### config.mk
export PLATFORM = sky130hd
export DESIGN_NAME = rx_irq_sel
export DESIGN_NICKNAME = d
export VERILOG_FILES = /design/src/rtl/rxint_pkg.sv /design/src/rtl/rxint_rise.sv /design/src/rtl/rxint_sync_rise.sv /design/src/rtl/rxint_chblk.sv /design/src/rtl/rx_irq_sel.sv
export SDC_FILE = /design/constraint.sdc
export NUM_CORES = 1
export LEC_CHECK = 0
export BUFFER_PORTS_ARGS = -buffer_cell sky130_fd_sc_hd__buf_2
export CORE_AREA = 2 2 39 41
export CTS_CLUSTER_SIZE = 25
export DETAILED_ROUTE_END_ITERATION = 10
export DIE_AREA = 0 0 41 43
export HOLD_SLACK_MARGIN = 0.05
export PLACE_DENSITY = 0.53
export SLEW_MARGIN = 15
export SYNTH_ARGS = -nofsm -noshare
export SYNTH_HDL_FRONTEND = slang
export SYNTH_SLANG_ARGS = --single-unit
### constraint.sdc
create_clock -name clk -period 1.44 [get_ports clk]
set_input_delay 0.288 -clock clk [delete_from_list [all_inputs] [get_ports clk]]
set_output_delay 0.288 -clock clk [all_outputs]
set_load 0.05 [all_outputs]
### src/rtl/rxint_pkg.sv
package rxint_pkg;

    typedef enum logic [1:0] {
        IRQ_SRC_READY = 2'b00,
        IRQ_SRC_CHBLK = 2'b01,
        IRQ_SRC_FSYNC = 2'b10,
        IRQ_SRC_SERR  = 2'b11
    } irq_src_e;

    typedef struct packed {
        logic ready_rise;
        logic chblk;
        logic fsync_rise;
        logic serr_rise;
    } irq_evt_t;

    // Only the frame-sync source keeps running while the receiver is held.
    function automatic logic pick_event(irq_src_e src, irq_evt_t ev, logic rx_held);
        logic hit;
        case (src)
            IRQ_SRC_READY: hit = ev.ready_rise & ~rx_held;
            IRQ_SRC_CHBLK: hit = ev.chblk      & ~rx_held;
            IRQ_SRC_FSYNC: hit = ev.fsync_rise;
            default:       hit = ev.serr_rise  & ~rx_held;
        endcase
        return hit;
    endfunction

endpackage

### src/rtl/rxint_rise.sv
module rxint_rise #(
    parameter int W = 1
) (
    input  logic         clk,
    input  logic         rst,
    input  logic [W-1:0] d,
    output logic [W-1:0] rise
);
    logic [W-1:0] prev_q;

    always_ff @(posedge clk) begin
        if (rst) prev_q <= '0;
        else     prev_q <= d;
    end

    assign rise = d & ~prev_q;
endmodule

### src/rtl/rxint_sync_rise.sv
module rxint_sync_rise #(
    parameter int STAGES = 2
) (
    input  logic clk,
    input  logic rst,
    input  logic async_in,
    output logic rise
);
    logic [STAGES-1:0] chain_q;
    logic              last_q;

    generate
        for (genvar i = 0; i < STAGES; i++) begin : g_stage
            always_ff @(posedge clk) begin
                if (rst) chain_q[i] <= 1'b0;
                else if (i == 0) chain_q[i] <= async_in;
                else chain_q[i] <= chain_q[(i == 0) ? 0 : i-1];
            end
        end
    endgenerate

    always_ff @(posedge clk) begin
        if (rst) last_q <= 1'b0;
        else     last_q <= chain_q[STAGES-1];
    end

    assign rise = chain_q[STAGES-1] & ~last_q;
endmodule

### src/rtl/rxint_chblk.sv
module rxint_chblk #(
    parameter int CHAN_W   = 7,
    parameter int BLOCK_CH = 16
) (
    input  logic              mc_enable,
    input  logic              chan_step,
    input  logic [CHAN_W-1:0] chan_idx,
    input  logic              frame_end,
    output logic              evt
);
    localparam int BLK_LSB = $clog2(BLOCK_CH);

    logic in_block_start;
    logic not_first_block;
    logic boundary;

    assign in_block_start  = (chan_idx[BLK_LSB-1:0] == '0);
    assign not_first_block = (chan_idx[CHAN_W-1:BLK_LSB] != '0);
    assign boundary        = chan_step & in_block_start & not_first_block;

    // A boundary and a frame end in the same cycle merge into one event.
    assign evt = mc_enable & (boundary | frame_end);
endmodule

### src/rtl/rx_irq_sel.sv
module rx_irq_sel
    import rxint_pkg::*;
#(
    parameter int CHAN_W      = 7,
    parameter int BLOCK_CH    = 16,
    parameter int SYNC_STAGES = 2
) (
    input  logic              clk,
    input  logic              rst,
    input  logic              mode_wr,
    input  logic [1:0]        mode_wdata,
    output logic [1:0]        mode_q,
    input  logic              rx_ready,
    input  logic              sync_err,
    input  logic              fsync_pin,
    input  logic              rx_in_reset,
    input  logic              mc_enable,
    input  logic              chan_step,
    input  logic [CHAN_W-1:0] chan_idx,
    input  logic              frame_end,
    output logic              irq,
    output logic              ready_stat,
    output logic              serr_stat
);
    irq_src_e   mode_r;
    irq_evt_t   ev;
    logic [1:0] flag_rise;
    logic       irq_r;

    always_ff @(posedge clk) begin
        if (rst)          mode_r <= IRQ_SRC_READY;
        else if (mode_wr) mode_r <= irq_src_e'(mode_wdata);
    end

    rxint_rise #(.W(2)) u_flags (
        .clk  (clk),
        .rst  (rst),
        .d    ({rx_ready, sync_err}),
        .rise (flag_rise)
    );

    rxint_sync_rise #(.STAGES(SYNC_STAGES)) u_fsync (
        .clk      (clk),
        .rst      (rst),
        .async_in (fsync_pin),
        .rise     (ev.fsync_rise)
    );

    rxint_chblk #(.CHAN_W(CHAN_W), .BLOCK_CH(BLOCK_CH)) u_chblk (
        .mc_enable (mc_enable),
        .chan_step (chan_step),
        .chan_idx  (chan_idx),
        .frame_end (frame_end),
        .evt       (ev.chblk)
    );

    assign ev.ready_rise = flag_rise[1];
    assign ev.serr_rise  = flag_rise[0];

    always_ff @(posedge clk) begin
        if (rst) irq_r <= 1'b0;
        else     irq_r <= pick_event(mode_r, ev, rx_in_reset);
    end

    assign irq        = irq_r;
    assign mode_q     = mode_r;
    assign ready_stat = rx_ready;
    assign serr_stat  = sync_err;
endmodule

After elaboration in Yosys (flattened, before gate mapping)
Index checks and enable logic that the tools add are counted.
Cells by class
  reductions and logical operators: 3
  eq/ne operators: 2
  bitwise gates (word level): 12
  mux-type cells: 1
Operators with widths (number)
  1-bit AND: 7
  4-bit logical NOT: 1
  1-bit one-hot mux with 3 select lines: 1
  3-bit nonzero test: 1
  2-bit AND: 1
  2-bit by 1-bit equality test with 1-bit output (second input constant): 1
  2-bit equality test (second input constant): 1
  2-bit logical NOT: 1
  1-bit inverter: 2
  2-bit inverter: 1
  1-bit bitwise OR: 1
Storage, ports and cells
  bits of input ports: 19
  output and inout bits: 5
  flip-flop bits (word level): 8
  logic and storage cells: 24

Longest topological paths before layout
  depth in word-level cells: 7
  mapped depth: 3
  gate-level depth less buffers: 3

Cells and area by module
From an unflattened synthesis, not the netlist that was laid out.
Second synthesis, totals
  cells, all modules: 32
  area, all modules: 329.1 sq um
Modules (own cells, without submodules)
  rx_irq_sel: cells each 15, area each 143.9 sq um, times used 1, seq. area each 60.1 sq um
  rxint_sync_rise: cells each 7, area each 87.6 sq um, times used 1, seq. area each 60.1 sq um
  rxint_rise: cells each 6, area each 70.1 sq um, times used 1, seq. area each 40.0 sq um
  rxint_chblk: cells each 4, area each 27.5 sq um, times used 1, seq. area each 0.0 sq um

Worst setup path after synthesis
No wires, ideal clock.
  kind: in2reg
  start point: input port chan_idx[1]
  end point: register irq_r (netlist: irq)
  data required time: 1.367 ns
  path buffers: 0
  setup time: 0.073 ns
  path slack: 0.119 ns
  stages: 3
  data arrival time: 1.248 ns
  path through: or4_1 > o311a_1 > o211ai_2
Between the ends
  cells in the longest elaborated chain, start to end: 7
Ends and longest elaborated chain
  start: declaration: line rx_irq_sel.sv:19  | input logic [CHAN_W-1:0] chan_idx,
  4-bit logical NOT: line rxint_chblk.sv:17  | assign in_block_start = (chan_idx[BLK_LSB-1:0] == '0);
  1-bit AND (2 in a row): line rxint_chblk.sv:19  | assign boundary = chan_step & in_block_start & not_first_block;
  1-bit bitwise OR: line rxint_chblk.sv:22  | assign evt = mc_enable & (boundary | frame_end);
  1-bit AND: line rxint_chblk.sv:22
  1-bit AND: line rxint_pkg.sv:22  | IRQ_SRC_CHBLK: hit = ev.chblk & ~rx_held;
  1-bit one-hot mux with 3 select lines: line rxint_pkg.sv:20  | case (src)
  end signal: assignment: line rx_irq_sel.sv:62  | else irq_r <= pick_event(mode_r, ev, rx_in_reset);
  end: declaration: line rx_irq_sel.sv:28  | logic irq_r;
Every way passes these cells.
A chain may end at the register's enable or synchronous reset.

Worst setup path in the final report
  start point: register mode_r[0] (netlist: mode_q[0])
  end point: output port mode_q[0]
RTL lines
  start: declaration: line rx_irq_sel.sv:25  | irq_src_e mode_r;
  start signal: assignment: line rx_irq_sel.sv:32  | else if (mode_wr) mode_r <= irq_src_e'(mode_wdata);
  end: declaration: line rx_irq_sel.sv:12  | output logic [1:0] mode_q,
No word-level cell between the ends.

==> results.md <==
- Die W: ~41 um
- Worst path required time: about 1.2 ns
- WL/cell: between 8 and 9 um
- Mux contribution to synthesized area: about 6.4%
- Synth Area in XOR/XNOR: 0%
- Post-synth top area cell: dfxtp_1
- R2r setup slk: slightly below 0.6 ns
- DRC: 0
- Minimum clock period: about 1.2 ns
- First-pass GRT wire length: 924 um
- Synth warnings: 0
- Slew Viols, Final: 0
- CP Capture Type: primary output
- Outcome: complete, no violations
- Clk_skew: 0.001373 ns
- First-pass iteration count of the detailed router: 1
- Largest net degree at the start of global routing: 9
- Placed Cells: just under 70
- Worst Hold Class: input pin to flop
- Clock root cell: clkbuf_4
- Core Region: approximately 1400 um^2
- CP Class: flop to primary output
- VDD IR max: about 0.62 mV
- Clk slew on worst S/H paths: about 0.050 ns
- Worst setup SP type: flop
- Post-Synth Simple-Gate Area: approximately 29%
- CP delay by family, top: flip-flops
- Dominant cells by area after synthesis: dfxtp_1 51%, nor2b_1 12%, mux2i_1 6.4%
- Max Clk Rate: around 0.8 GHz
- Setup violators final: 0
- DP Worst Slack: about 0.0062 ns
- Final period utilization: between 80% and 90%
- Largest family of logic cells by synthesized area: simple AND/OR/NAND/NOR gates
- Synthesized Nets: a little over 50
- Yosys cell types: 13
- Final Cell Area: approximately 450 um^2
- Gr usage total: 8.871%
- TritonCTS clock tree: done
- CTS Buf Count: 3
- Adder-Cell Fraction of Synth Area: 0%
- Slowest CP cell: dfxtp_1
- Initial antenna violation count: 0
- Row count: 14
- Post-synth EDFFs: 0
- Worst-Margin Slew: 0.2487 ns
- PnR worst setup slack: between 0.15 and 0.2 ns
- Synthesized area per cell: 9.736 um^2
- Hold Violations, Final: 0
- Async set-reset flop share out of synthesis: 0%
- Number of global-route vias before repair: around 250
- Cell Chain, Critical Path: buf_2
- Vias: about 300
- Initial Util: between 20% and 30%
- I/O Pins: 24
- Post-CTS Setup Bufs: 0
- Post-CTS Hold Fix Bufs: 0
- TNS Setup: 0 ns
- Quantity of I/O buffers inserted on ports: 23
- Post-Route WL: 621 um
- CP Data Arrival Time: 0.96 ns
- Worst Path Max Fanout: 6
- Worst path bufs/invs: 1
- GRT Residual Overflow: 0
- Number of diodes: 0
- Post_cts resized: 0
- Antenna-violating nets left: 0
- Slew Limit Headroom: approximately 84%
- Leak: roughly 0.22 nW
- Final #Nets: 77
- Post-synth top cells: 8 x dfxtp_1, 6 x nor2b_1, 4 x nor2_1
- Top-area cell type share of the netlist area: between 50% and 60%
- Placer Congestion: between 0.5 and 0.6
- Register area share after synthesis: between 50% and 60%
- H-Tree Level Count: 1
- Cell Area, Synth: between 300 and 400 um^2
- Synth Instances: 32
- Slowest stage delay, CP: 0.42 ns
- Die Height: approximately 43 um
- Main synth FF type: dfxtp_1
- Register bit total from synthesis: 8
- Initial drt markers: 0
- Layout area overhead: 45.78%
- DP Area: 431.7 um^2
- Power per cell area: between 1000 and 1500 nW/um^2
- Max cap viols: 0
- Clock latency at the later pin of the worst-skew pair: about 0.24 ns
- Count leader, synth: dfxtp_1
- DIE AREA: 1763 um^2
- Avg Vias per Cell: between 4 and 5
- RSZ-0062 raised after global routing: no
- CTS sink cnt: 8
- Clk buf depth: 2
- Synth Area in Compound Gates: roughly 9%
- Final Non-Filler Cells: 72
- Layout cell share with drive strength beyond 1: between 40% and 50%
state kept, by name, indices dropped and copies added (netlist names):
signal	cells
mode_q	2
u_flags.prev_q	2
u_fsync.chain_q	2
irq	1
u_fsync.last_q	1
final cells by class:
class | count | area [um^2]
clock buffers | 3 | 22.52
fillers | 154 | 929.6
multi-input cells | 22 | 136.4
flip-flops and latches | 8 | 160.2
well taps | 16 | 20.02
repair buffers | 23 | 115.1
report_power, final:
part	total [W]	leakage, nW	switching, W	internal (W)
combinational	0.0000826	0.145	0.0000480	0.0000346
clock	0.000161	0.0138	0.0000664	0.0000947
sequential	0.000239	0.0661	0.00000611	0.000233
metrics by stage:
stage          power [W]  util [%]  hold slack, ns
2_1_floorplan  0.0002932         -          0.3596
3_3_place_gp   0.0003266     31.19          0.4172
3_5_place_dp   0.0003275     31.19          0.4285
4_1_cts        0.0004959     32.82          0.2551
5_1_grt        0.0005237     32.82          0.2607
6_report       0.0004828     32.82          0.2568
cell usage in the layout (no fill, tap or decap), drive strengths merged:
cell type  count
buf           23
clkbuf         3
dfxtp          8
mux2i          2
nand2          2
nand3          1
nand4          1
nor2           4
nor2b          6
nor3           2
o211ai         1
o21ai          1
o311a          1
or4            1
worst paths after layout:
check | startpoint | cells after the start | end
max | mode_q[0]$_SDFFE_PP0P_ | 1 | mode_q[0]
min | fsync_pin | 2 | u_fsync.chain_q[0]$_SDFF_PP0_
max reg2reg | mode_q[1]$_SDFFE_PP0P_ | 3 | irq$_SDFF_PP0_
min reg2reg | u_fsync.chain_q[0]$_SDFF_PP0_ | 1 | u_fsync.chain_q[1]$_SDFF_PP0_
cells by family after synthesis:
logic type,after synthesis
simple gates,17
mux,2
flops,8
compound gates,3
buf+inv,2
routing by layer:
| layer | vias to the layer above | share of wire [%] | track usage, % |
|---|---|---|---|
| met1 | 123 | 45 | 7.818 |
| met5 | - | 0 | 0 |
| met2 | 22 | 39 | 11.56 |
| met4 | 0 | 0 | 6.000 |
| li1 | 160 | - | - |
| met3 | 0 | 16 | 9.424 |
Power figures use the tool's default switching activity.
